**src/rtl/mbdp_pkg.sv**
```systemverilog
package mbdp_pkg;

    localparam int DW = 8;
    localparam int AW = 2 * DW;

    typedef enum logic [1:0] {
        ALU_ADD  = 2'd0,
        ALU_PASS = 2'd1,
        ALU_AND  = 2'd2,
        ALU_XOR  = 2'd3
    } alu_op_e;

    // One control word per microstep
    typedef struct packed {
        // special-bus sources
        logic    a_sb;
        logic    x_sb;
        logic    y_sb;
        logic    s_sb;
        logic    alu_sb;
        logic    db_sb;
        // address-low sources
        logic    pcl_adl;
        logic    s_adl;
        logic    db_adl;
        // address-high sources
        logic    pch_adh;
        logic    db_adh;
        // data-bus sources
        logic    din_db;
        logic    a_db;
        // forced-zero pulldowns
        logic    adl_pd0;
        logic    adl_pd1;
        logic    adl_pd72;
        logic    adh_pd0;
        logic    adh_pd71;
        // register loads
        logic    sb_a;
        logic    sb_x;
        logic    sb_y;
        logic    sb_s;
        logic    sb_alua;
        logic    db_alub;
        logic    adl_alub;
        logic    zero_alub;
        // program counter
        logic    adl_pcl;
        logic    adh_pch;
        logic    pc_inc;
        // address register
        logic    adl_abl;
        logic    adh_abh;
        // ALU
        alu_op_e op;
        logic    cin;
    } ctl_t;

    localparam int CTL_W = $bits(ctl_t);

    function automatic logic [DW-1:0] alu_eval(input alu_op_e op,
                                               input logic [DW-1:0] a,
                                               input logic [DW-1:0] b,
                                               input logic cin);
        logic [DW-1:0] r;
        unique case (op)
            ALU_ADD:  r = a + b + {{(DW-1){1'b0}}, cin};
            ALU_PASS: r = a;
            ALU_AND:  r = a & b;
            default:  r = a ^ b;
        endcase
        return r;
    endfunction

endpackage

```
**src/rtl/mbdp_bus.sv**
```systemverilog
module mbdp_bus #(
    parameter int W = mbdp_pkg::DW,
    parameter int N = 2
) (
    input  logic [N-1:0]        en,
    input  logic [N-1:0][W-1:0] src,
    input  logic [W-1:0]        pull,
    output logic [W-1:0]        val
);
    // precharged line: every enabled source can only pull bits low
    logic [N:0][W-1:0] chain;

    assign chain[0] = '1;

    generate
        for (genvar i = 0; i < N; i++) begin : g_src
            assign chain[i+1] = chain[i] & (en[i] ? src[i] : {W{1'b1}});
        end
    endgenerate

    assign val = chain[N] & ~pull;

endmodule

```
**src/rtl/mbdp_alu.sv**
```systemverilog
module mbdp_alu #(
    parameter int W = mbdp_pkg::DW
) (
    input  logic             clk,
    input  logic             rst,
    input  logic [W-1:0]     sb,
    input  logic [W-1:0]     db,
    input  logic [W-1:0]     adl,
    input  logic             ld_a,
    input  logic             ld_b_db,
    input  logic             ld_b_adl,
    input  logic             ld_b_zero,
    input  mbdp_pkg::alu_op_e op,
    input  logic             cin,
    output logic [W-1:0]     res
);
    logic [W-1:0] opa_q, opb_q, opa_eff, opb_eff, res_q;

    // a loaded operand is seen by the ALU within the same cycle
    always_comb begin
        opa_eff = ld_a ? sb : opa_q;
        if (ld_b_zero)     opb_eff = '0;
        else if (ld_b_db)  opb_eff = db;
        else if (ld_b_adl) opb_eff = adl;
        else               opb_eff = opb_q;
    end

    always_ff @(posedge clk) begin
        if (rst) begin
            opa_q <= '0;
            opb_q <= '0;
            res_q <= '0;
        end else begin
            opa_q <= opa_eff;
            opb_q <= opb_eff;
            res_q <= mbdp_pkg::alu_eval(op, opa_eff, opb_eff, cin);
        end
    end

    assign res = res_q;

endmodule

```
**src/rtl/mbdp_pc.sv**
```systemverilog
module mbdp_pc #(
    parameter int             W        = mbdp_pkg::DW,
    parameter logic [2*W-1:0] RESET_PC = '0
) (
    input  logic           clk,
    input  logic           rst,
    input  logic [W-1:0]   adl,
    input  logic [W-1:0]   adh,
    input  logic           ld_lo,
    input  logic           ld_hi,
    input  logic           inc,
    output logic [2*W-1:0] pc
);
    localparam int PW = 2 * W;

    logic [PW-1:0] pc_q, sel;

    assign sel = {ld_hi ? adh : pc_q[PW-1:W], ld_lo ? adl : pc_q[W-1:0]};

    always_ff @(posedge clk) begin
        if (rst) pc_q <= RESET_PC;
        else     pc_q <= sel + {{(PW-1){1'b0}}, inc};
    end

    assign pc = pc_q;

endmodule

```
**src/rtl/mbdp_slice.sv**
```systemverilog
module mbdp_slice
    import mbdp_pkg::*;
#(
    parameter int W = DW
) (
    input  logic               clk,
    input  logic               rst,
    input  logic [CTL_W-1:0]   ctl,
    input  logic [W-1:0]       din,
    output logic [2*W-1:0]     addr,
    output logic [W-1:0]       a_out,
    output logic [W-1:0]       x_out,
    output logic [W-1:0]       y_out,
    output logic [W-1:0]       s_out,
    output logic [2*W-1:0]     pc_out,
    output logic [W-1:0]       alu_out
);
    localparam int NREG = 4;
    localparam int RA = 0;
    localparam int RX = 1;
    localparam int RY = 2;
    localparam int RS = 3;

    ctl_t c;
    assign c = ctl_t'(ctl);

    logic [NREG-1:0][W-1:0] reg_q;
    logic [NREG-1:0]        reg_ld;
    logic [W-1:0]           sb, db, adl, adh, alu_q;
    logic [2*W-1:0]         pc_q;
    logic [W-1:0]           abl_q, abh_q;

    // data bus
    mbdp_bus #(.W(W), .N(2)) u_db (
        .en   ({c.a_db, c.din_db}),
        .src  ({reg_q[RA], din}),
        .pull ('0),
        .val  (db)
    );

    // special bus: the only path into and out of X and Y
    mbdp_bus #(.W(W), .N(6)) u_sb (
        .en   ({c.db_sb, c.alu_sb, c.s_sb, c.y_sb, c.x_sb, c.a_sb}),
        .src  ({db, alu_q, reg_q[RS], reg_q[RY], reg_q[RX], reg_q[RA]}),
        .pull ('0),
        .val  (sb)
    );

    // address-low bus with small-constant pulldowns
    mbdp_bus #(.W(W), .N(3)) u_adl (
        .en   ({c.db_adl, c.s_adl, c.pcl_adl}),
        .src  ({db, reg_q[RS], pc_q[W-1:0]}),
        .pull ({{(W-2){c.adl_pd72}}, c.adl_pd1, c.adl_pd0}),
        .val  (adl)
    );

    // address-high bus with page pulldowns
    mbdp_bus #(.W(W), .N(2)) u_adh (
        .en   ({c.db_adh, c.pch_adh}),
        .src  ({db, pc_q[2*W-1:W]}),
        .pull ({{(W-1){c.adh_pd71}}, c.adh_pd0}),
        .val  (adh)
    );

    mbdp_alu #(.W(W)) u_alu (
        .clk       (clk),
        .rst       (rst),
        .sb        (sb),
        .db        (db),
        .adl       (adl),
        .ld_a      (c.sb_alua),
        .ld_b_db   (c.db_alub),
        .ld_b_adl  (c.adl_alub),
        .ld_b_zero (c.zero_alub),
        .op        (c.op),
        .cin       (c.cin),
        .res       (alu_q)
    );

    mbdp_pc #(.W(W)) u_pc (
        .clk   (clk),
        .rst   (rst),
        .adl   (adl),
        .adh   (adh),
        .ld_lo (c.adl_pcl),
        .ld_hi (c.adh_pch),
        .inc   (c.pc_inc),
        .pc    (pc_q)
    );

    // register file: every register loads only from the special bus
    assign reg_ld = {c.sb_s, c.sb_y, c.sb_x, c.sb_a};

    generate
        for (genvar r = 0; r < NREG; r++) begin : g_reg
            always_ff @(posedge clk) begin
                if (rst)            reg_q[r] <= '0;
                else if (reg_ld[r]) reg_q[r] <= sb;
            end
        end
    endgenerate

    // address register
    always_ff @(posedge clk) begin
        if (rst) begin
            abl_q <= '0;
            abh_q <= '0;
        end else begin
            if (c.adl_abl) abl_q <= adl;
            if (c.adh_abh) abh_q <= adh;
        end
    end

    assign addr    = {abh_q, abl_q};
    assign a_out   = reg_q[RA];
    assign x_out   = reg_q[RX];
    assign y_out   = reg_q[RY];
    assign s_out   = reg_q[RS];
    assign pc_out  = pc_q;
    assign alu_out = alu_q;

endmodule

```
**config.mk**
```make
export PLATFORM = sky130hd
export DESIGN_NAME = mbdp_slice
export DESIGN_NICKNAME = d
export VERILOG_FILES = /design/src/rtl/mbdp_pkg.sv /design/src/rtl/mbdp_bus.sv /design/src/rtl/mbdp_alu.sv /design/src/rtl/mbdp_pc.sv /design/src/rtl/mbdp_slice.sv
export SDC_FILE = /design/constraint.sdc
export NUM_CORES = 1
export LEC_CHECK = 0
export BUFFER_PORTS_ARGS = -buffer_cell sky130_fd_sc_hd__buf_2
export CELL_PAD_IN_SITES_DETAIL_PLACEMENT = 1
export CELL_PAD_IN_SITES_GLOBAL_PLACEMENT = 1
export CORE_MARGIN = 2
export CORE_UTILIZATION = 40
export DETAILED_ROUTE_END_ITERATION = 7
export HOLD_SLACK_MARGIN = 0.15
export PLACE_DENSITY_LB_ADDON = 0.1
export SLEW_MARGIN = 20
export SYNTH_ARGS = -nofsm -noshare
export SYNTH_HDL_FRONTEND = slang
export SYNTH_SLANG_ARGS = --single-unit
export TNS_END_PERCENT = 30
```
**constraint.sdc**
```tcl
create_clock -name clk -period 3.5 [get_ports clk]
set_input_delay 0.35 -clock clk [delete_from_list [all_inputs] [get_ports clk]]
set_output_delay 0.35 -clock clk [all_outputs]
set_load 0.02 [all_outputs]
```
==> metrics, run 1 <==
die height=113 µm; CTS H-tree depth=3; Post-Synthesis Cell Area=0.00479 mm²; Slew HR=0.444; asr flop ratio synth=0; Synth top area share=0.367; Vias=4516; RSZ-0062 raised after global routing=false; VDD IR max=388 µV; die area=0.0129 mm²; Vias/cell=5.55; hold_buf cts=0; first-pass GRT wire length=25.4 mm; CP arrival=3510 ps; average cell area after synthesis=8.78 µm²; Seq/Total Area, Yosys=0.367; Worst-Margin Slew=829 ps; vias in the first global route=4634; Synth Register Bits=88; total power draw=2.47 mW; startpoint types=flip-flop; post-synth cell types=56; initial core utilization=0.415; antenna violations before repair=0; Main synth FF type=dfxtp_1; post-CTS setup buffers=0; Final Hold Fails=0; setup TNS=0 ps; Crit. End Element=flip-flop; crit path kind=flip-flop to flip-flop; period utilization=0.938; layout cells sized above 1=0.258; CTS clock-pin slew for the worst setup and hold paths=70 ps; P per Cell Area=414 mW/mm²; Worst EP required=3730 ps; Core Box Area=0.0116 mm²; Pre-antenna DRT Iters=4; number of diodes=0; CTS resizes=0; Final Max Slew Viols=0; total wire length=16.1 mm; Overflow after GRT=0; Root Driver=clkbuf_16; Syn Nets=602; DR iter-0 viols=287; max frequency=305 MHz; Ports=116; num rows=39; DRC Markers=0; DRT antenna net count=0; worst-path fanout max=4; CTS tree=done; CTS Buf Count=9; post-synthesis cell count=546; leakage=2.77 nW; WHS=357 ps; Hold Crit Class=input pin to flip-flop; die span in x=113 µm; status=finished, final reports clean; CTS sink cnt=88; WL/cell=19.8 µm; Longest Clk Path Bufs=2; largest net degree at the start of global routing=66; fin nets=721; area delta synth->final=24.5%; All-Layer GR Usage=0.255; most common cell in the netlist=dfxtp_1; ranking of synthesized cells by area=dfxtp_1, mux2i_1, nor2b_1, nor2_1, a211oi_1; IO Port Bufs=115; gpl congestion=0.915; worst skew pair latency=340 ps; hpwl dp=12.4 mm; yosys warns=0; Max Cap Violations=0; Tmin final=3280 ps; number of synthesized flops with an enable pin=0; most area-hungry cell type in the Yosys netlist=dfxtp_1; worst clock skew=7.87 ps; # setup viols final=0; Post-synth top cells=dfxtp_1, nor2_1, mux2i_1
-- layout make-up --
type	instances	area, µm²
well taps	143	179
repair buffers	141	783
inverters	34	128
clock buffers	11	243
fillers	1421	5600
flip-flops and latches	88	1760
multi-input cells	391	2790
clock inverters	5	80.1
-- cell families after synthesis --
logic type | Yosys count | synth area share
AND/OR/NAND/NOR | 182 | 0.197
buffers and inverters | 67 | 0.0543
AO/OA/AOI/OAI | 116 | 0.170
flip-flops | 88 | 0.367
adder cells (fa/ha/maj) | 12 | 0.0344
XOR/XNOR | 15 | 0.0274
multiplexers | 66 | 0.150
-- worst max-delay path, cell delays in order, from the launching register on --
cell	delay (ps)
dfxtp_1	370
o22ai_1	150
buf_4	190
a211oi_1	380
mux2i_1	170
inv_1	150
fa_1	220
inv_1	60
fa_1	370
nor2b_1	180
o21a_1	160
nor2_1	50
xnor2_1	120
mux4_2	450
nor2b_1	140
-- per-stage QoR --
step                instances  area (µm²)  setup slack [ps]  utilization
CTS                       813        5950              64.8        0.514
global route              813        5970              13.9        0.516
detailed placement        797        5620              -168        0.486
finish                    813        5970               216        0.516
floorplan                 546        4790               232            -
global placement          797        5620             -36.3        0.486
-- sequential cells by signal, indices dropped and copies added (netlist names) --
signal	count
u_pc.pc	16
a_out	8
abh_q	8
abl_q	8
s_out	8
u_alu.opa_q	8
u_alu.opb_q	8
u_alu.res	8
x_out	8
y_out	8
-- routing by layer --
layer | track usage | vias up | routed length [µm]
met5 | 0 | - | 0
met4 | 0.0667 | 0 | 163
met3 | 0.0499 | 12 | 787
met2 | 0.419 | 121 | 7650
met1 | 0.345 | 2207 | 7530
li1 | - | 2176 | -
-- report_power, final --
part,internal (mW),total [mW],switching [mW]
sequential,1.03,1.05,0.0191
combinational,0.143,0.364,0.221
clock,0.644,1.06,0.415
total,1.81,2.47,0.655
-- cells in the final DEF, fill, tap and decap left out, drive strengths merged, types with 2 or more instances in the layout --
master,synthesis,layout
o21ai,15,15
clkinvlp,0,2
a21oi,14,14
mux4,4,4
mux2,5,5
ha,10,10
inv,34,34
a22o,2,2
buf,14,141
nor2,79,79
nor4,4,4
and3,2,2
a211oi,29,29
bufinv,0,2
a31oi,6,6
nand4,2,2
xor2,5,5
mux2i,57,57
fa,2,2
nand3,4,4
dfxtp,88,88
nor2b,49,49
a221oi,10,10
nand2b,14,14
clkbuf,19,11
nor3,8,8
nand2,6,6
o221ai,8,8
xnor2,10,10
and2,6,6
a21o,4,4
o22ai,18,18
-- path summary, 6_finish.rpt --
| path | startpoint | to | slack (ps) | cells past startpoint |
|---|---|---|---|---|
| max reg2reg | a_out[0]$_SDFFE_PP0P_ | u_alu.res[4]$_SDFF_PP0_ | 220 | 14 |
| max | a_out[0]$_SDFFE_PP0P_ | u_alu.res[4]$_SDFF_PP0_ | 220 | 14 |
| min reg2reg | abh_q[4]$_SDFFE_PP0P_ | abh_q[4]$_SDFFE_PP0P_ | 470 | 2 |
| min | ctl[5] | u_pc.pc[0]$_SDFF_PP0_ | 360 | 3 |
Power figures use the tool's default switching activity.
==> run 2: changes to the inputs <==
ABC_AREA = 1   (was default)
CORE_UTILIZATION = 37   (was 40)
==> metrics, run 2 <==
CTS Buf Count=9 (unchanged); Worst-Margin Slew=687 ps (was 829 ps); total power draw=2.56 mW (was 2.47 mW); max frequency=343 MHz (was 305 MHz); RSZ-0062 raised after global routing=false (unchanged); number of diodes=0 (unchanged); XOR/XNOR Fraction of Synth Area=0 (was 0.0274); largest net degree at the start of global routing=70 (was 66); asr flop ratio synth=0 (unchanged); yosys warns=0 (unchanged); Worst EP required=3740 ps (was 3730 ps); WHS=297 ps (was 357 ps); Crit. End Element=flip-flop (unchanged); combinational family with the most area after synthesis=simple AND/OR/NAND/NOR gates (unchanged); Pre-antenna DRT Iters=5 (was 4); Ports=116 (unchanged); CTS H-tree depth=3 (unchanged); Vias=5283 (was 4516); Post-synth top cells=nand2_1, dfxtp_1, a21oi_1 (was dfxtp_1, nor2_1, mux2i_1); layout cells sized above 1=0.225 (was 0.258); die span in x=118 µm (was 113 µm); most common cell in the netlist=nand2_1 (was dfxtp_1); fin util=0.457 (was 0.516); Synth Area in Adders=0.0343 (was 0.0344); die area=0.0140 mm² (was 0.0129 mm²); All-Layer GR Usage=0.253 (was 0.255); Main synth FF type=dfxtp_1 (unchanged); Slew HR=0.542 (was 0.444); CTS sink cnt=88 (unchanged); WL/cell=17.6 µm (was 19.8 µm); Simple-Gate Fraction of Synth Area=0.300 (was 0.197); post-synth cell types=34 (was 56); Tmin final=2910 ps (was 3280 ps); post-CTS setup buffers=0 (unchanged); num rows=41 (was 39); hold_buf cts=0 (unchanged); most area-hungry cell type in the Yosys netlist=dfxtp_1 (unchanged); DP Cell Count=986 (was 797); max FFs per register=16 (unchanged); Hold Crit Class=input pin to flip-flop (unchanged); DR iter-0 viols=313 (was 287); period utilization=0.832 (was 0.938); antenna violations before repair=0 (unchanged); Core Box Area=0.0127 mm² (was 0.0116 mm²); hpwl dp=13.6 mm (was 12.4 mm); design area=0.00580 mm² (was 0.00597 mm²); Synth top area share=0.365 (was 0.367); CTS tree=done (unchanged); IO Port Bufs=115 (unchanged); Vias/cell=5.27 (was 5.55); gpl congestion=0.896 (was 0.915); crit path launch=a_out[0]$_SDFFE_PP0P_ (unchanged); Final Hold Fails=0 (unchanged); fin nets=881 (was 721); # setup viols final=0 (unchanged); Crit Reg-Reg Startpoint=a_out[0]$_SDFFE_PP0P_ (unchanged); VDD IR max=200 µV (was 388 µV); DRC Markers=0 (unchanged); Final WS setup=587 ps (was 216 ps); Synth Register Bits=88 (unchanged); Final Max Slew Viols=0 (unchanged); area delta synth->final=20.2% (was 24.5%); initial core utilization=0.381 (was 0.415); P per Cell Area=441 mW/mm² (was 414 mW/mm²); compound-gate portion of the synthesized area=0.204 (was 0.170); DRT antenna net count=0 (unchanged); mux contribution to synthesized area=0 (was 0.150); first-pass GRT wire length=27.9 mm (was 25.4 mm); Cell Count, Final, Fillers Out=1002 (was 813); crit path kind=flip-flop to flip-flop (unchanged); startpoint types=flip-flop (unchanged); CP arrival=3150 ps (was 3510 ps); Max Cap Violations=0 (unchanged); Seq/Total Area, Yosys=0.365 (was 0.367); leakage=2.79 nW (was 2.77 nW); CTS clock-pin slew for the worst setup and hold paths=70 ps (about the same); post-synthesis cell count=726 (was 546); Root Driver=clkbuf_16 (unchanged); total wire length=17.7 mm (was 16.1 mm); Syn Nets=782 (was 602); status=finished, final reports clean (unchanged); ranking of synthesized cells by area=dfxtp_1, nand2_1, a21oi_1, o21ai_0, inv_1 (was dfxtp_1, mux2i_1, nor2b_1, nor2_1, a211oi_1); worst clock skew=7.29 ps (was 7.87 ps); worst-path fanout max=4 (unchanged); Overflow after GRT=0 (unchanged); post-placement cell area=0.00549 mm² (was 0.00562 mm²); vias in the first global route=5312 (was 4634); Post-Synthesis Cell Area=0.00482 mm² (was 0.00479 mm²); CTS resizes=0 (unchanged); leading cell type in the layout, fill and taps excluded=nand2_1 (was buf_2); HP Start=ctl[17] (was ctl[5]); most frequent cells in the layout=nand2_1, buf_2, dfxtp_1 (was buf_2, dfxtp_1, nor2_1); DP Worst Slack=445 ps (was -168 ps); die height=118 µm (was 113 µm); average cell area after synthesis=6.64 µm² (was 8.78 µm²); worst skew pair latency=360 ps (was 340 ps); number of synthesized flops with an enable pin=0 (unchanged); setup TNS=0 ps (unchanged); Longest Clk Path Bufs=2 (unchanged)
-- run 2: power by group --
| part | switching (mW) | internal [mW] | total [mW] |
|---|---|---|---|
| clock | 0.452 | 0.561 | 1.01 |
| combinational | 0.311 | 0.139 | 0.450 |
| sequential | 0.0435 | 1.05 | 1.09 |
| total | 0.807 | 1.75 | 2.56 |
-- run 2: final timing paths --
path | to | slack (ps) | cells past startpoint
worst max-delay path | u_alu.res[4]$_SDFF_PP0_ | 590 | 16
worst min-delay path | abh_q[0]$_SDFFE_PP0P_ | 300 | 4
worst max register to register | u_alu.res[4]$_SDFF_PP0_ | 590 | 16
worst min register to register | abh_q[5]$_SDFFE_PP0P_ | 520 | 2
-- run 2: worst max-delay path: stages, from the launching register on --
cell,delay (ps)
dfxtp_1,380
inv_1,70
nand2_2,60
nand2_1,100
nand2_1,80
o211ai_1,130
o21ai_0,170
inv_1,70
nor3_1,340
fa_1,290
inv_1,60
fa_1,360
inv_1,140
a31oi_1,110
or2_2,280
nand3_1,70
a31oi_1,80
-- run 2: per-layer routing --
layer  vias up  part of all wire  track usage
met5         -                 0            0
met4         0             0.011       0.0617
met3        14             0.043       0.0473
met2       128              0.46        0.413
met1      2563              0.48        0.344
li1       2578                 -            -
-- run 2: cell families after synthesis --
kind of cell / Yosys count
flip-flops: 88
buffers and inverters: 116
AND/OR/NAND/NOR: 322
AO/OA/AOI/OAI: 188
adder cells (fa/ha/maj): 12
-- run 2: layout make-up --
cell class | instances | area, µm²
clock inverters | 7 | 80.1
well taps | 172 | 215
clock buffers | 9 | 225
repair buffers | 117 | 591
fillers | 1734 | 6870
inverters | 87 | 327
flip-flops and latches | 88 | 1760
multi-input cells | 522 | 2600
==> run 3: changes to the inputs <==
clock period = 2.9 ns   (was 3.5 ns; I/O delays follow)
==> metrics, run 3 (synthesis results as in run 2) <==
period utilization=0.913 (was 0.832); Slew HR=0.427 (was 0.542); worst-path fanout max=4 (unchanged); max FFs per register=16 (unchanged); initial core utilization=0.381 (unchanged); R2R depth=16 (unchanged); max frequency=378 MHz (was 343 MHz); worst skew pair latency=350 ps (was 360 ps); HP Start=ctl[17] (unchanged); Hold Crit Class=input pin to flip-flop (unchanged); hold path depth=4 (unchanged); area delta synth->final=22.2% (was 20.2%); DRC Markers=0 (unchanged); CTS H-tree depth=3 (unchanged); hold_buf cts=0 (unchanged); antenna violations before repair=0 (unchanged); Core Box Area=0.0127 mm² (unchanged); Crit. End Element=flip-flop (unchanged); status=finished, final reports clean (unchanged); Worst-Margin Slew=859 ps (was 687 ps); fin nets=894 (was 881); CP arrival=2880 ps (was 3150 ps); CTS sink cnt=88 (unchanged); CTS tree=done (unchanged); Vias=5272 (was 5283); most frequent cells in the layout=nand2_1, buf_2, dfxtp_1 (unchanged); worst clock skew=8.01 ps (was 7.29 ps); Overflow after GRT=0 (unchanged); WL/cell=17.2 µm (was 17.6 µm); VDD IR max=247 µV (was 200 µV); Vias/cell=5.20 (was 5.27); largest net degree at the start of global routing=33 (was 70); Ports=116 (unchanged); crit path launch=a_out[0]$_SDFFE_PP0P_ (unchanged); first-pass GRT wire length=27.5 mm (was 27.9 mm); layout cells sized above 1=0.242 (was 0.225); Final Max Slew Viols=0 (unchanged); CTS Buf Count=9 (unchanged); All-Layer GR Usage=0.250 (was 0.253); DP Worst Slack=-87.1 ps (was 445 ps); IO Port Bufs=115 (unchanged); Tmin final=2650 ps (was 2910 ps); leading cell type in the layout, fill and taps excluded=nand2_1 (unchanged); P per Cell Area=519 mW/mm² (was 441 mW/mm²); num rows=41 (unchanged); crit path kind=flip-flop to flip-flop (unchanged); leakage=2.85 nW (was 2.79 nW); DR iter-0 viols=244 (was 313); total wire length=17.4 mm (was 17.7 mm); Longest Clk Path Bufs=2 (unchanged); die area=0.0140 mm² (unchanged); die height=118 µm (unchanged); reg2reg end=u_alu.res[4]$_SDFF_PP0_ (unchanged); Worst EP required=3130 ps (was 3740 ps); Max Cap Violations=0 (unchanged); Worst Hold Endpoint=abh_q[0]$_SDFFE_PP0P_ (unchanged); Pre-antenna DRT Iters=5 (unchanged); total power draw=3.06 mW (was 2.56 mW); hpwl dp=13.7 mm (was 13.6 mm); DRT antenna net count=0 (unchanged); startpoint types=flip-flop (unchanged); Root Driver=clkbuf_16 (unchanged); Final Hold Fails=0 (unchanged); die span in x=118 µm (unchanged); Crit Reg-Reg Startpoint=a_out[0]$_SDFFE_PP0P_ (unchanged); number of diodes=0 (unchanged); # setup viols final=0 (unchanged); CTS clock-pin slew for the worst setup and hold paths=70 ps (about the same); Reg2Reg Setup Slack=250 ps (was 590 ps); Final WS setup=252 ps (was 587 ps); vias in the first global route=5201 (was 5312); gpl congestion=0.894 (was 0.896)
## run 3: how the worst max path moves through the flow
stage          depth (start not counted)                 endpoint
2_1_floorplan                         16  u_alu.res[4]$_SDFF_PP0_
3_3_place_gp                          16  u_alu.res[4]$_SDFF_PP0_
3_5_place_dp                          16  u_alu.res[4]$_SDFF_PP0_
4_1_cts                               16  u_alu.res[4]$_SDFF_PP0_
5_1_grt                               16  u_alu.res[4]$_SDFF_PP0_
6_report                              16  u_alu.res[4]$_SDFF_PP0_
## run 3: metrics by stage
| step | utilization | cell area (µm²) | std cells | hold WS (ps) | TNS, ps |
|---|---|---|---|---|---|
| after floorplan | - | 4820 | 726 | 473 | 0 |
| after global placement | 0.441 | 5580 | 998 | 503 | 0 |
| after detailed placement | 0.441 | 5580 | 998 | 517 | -119 |
| after CTS | 0.464 | 5870 | 1013 | 217 | 0 |
| after global routing | 0.465 | 5890 | 1014 | 238 | -4.95 |
| final | 0.465 | 5890 | 1014 | 219 | 0 |
## run 3: cell type report
| type | instances | area, µm² |
|---|---|---|
| fill | 1713 | 6780 |
| clock buffer | 9 | 225 |
| sequential | 88 | 1760 |
| timing repair buffer | 130 | 688 |
| tap | 172 | 215 |
| clock inverter | 6 | 61.3 |
| multi-input combinational | 522 | 2610 |
| inverter | 87 | 327 |
## run 3: critical path, stage by stage, from the launching register on
cell      delay (ps)
dfxtp_2          350
inv_1             50
nand2_2           70
nand2_2           90
nand2_1           70
o211ai_1         120
o21ai_1          150
inv_1             90
nor3_4           230
fa_2             240
inv_1             50
fa_1             380
inv_2             90
a31oi_1          100
or2_2            280
nand3_1           70
a31oi_1           90
## run 3: routing by layer
metal,track usage,share of wire
met2,0.410,0.47
met4,0.0745,0.014
met3,0.0352,0.046
met1,0.341,0.47
met5,0,0
## run 3: timing repair
action,4_1_cts,5_1_grt
pin swaps,0,1
gates resized for setup,1,6
buffers inserted,0,1
hold endpoints to repair,0,0
setup endpoints to repair,1,2
## run 3: power breakdown
group | total (mW) | switching (mW) | internal (mW)
sequential | 1.32 | 0.0498 | 1.27
combinational | 0.555 | 0.378 | 0.177
clock | 1.18 | 0.521 | 0.660
total | 3.06 | 0.949 | 2.11
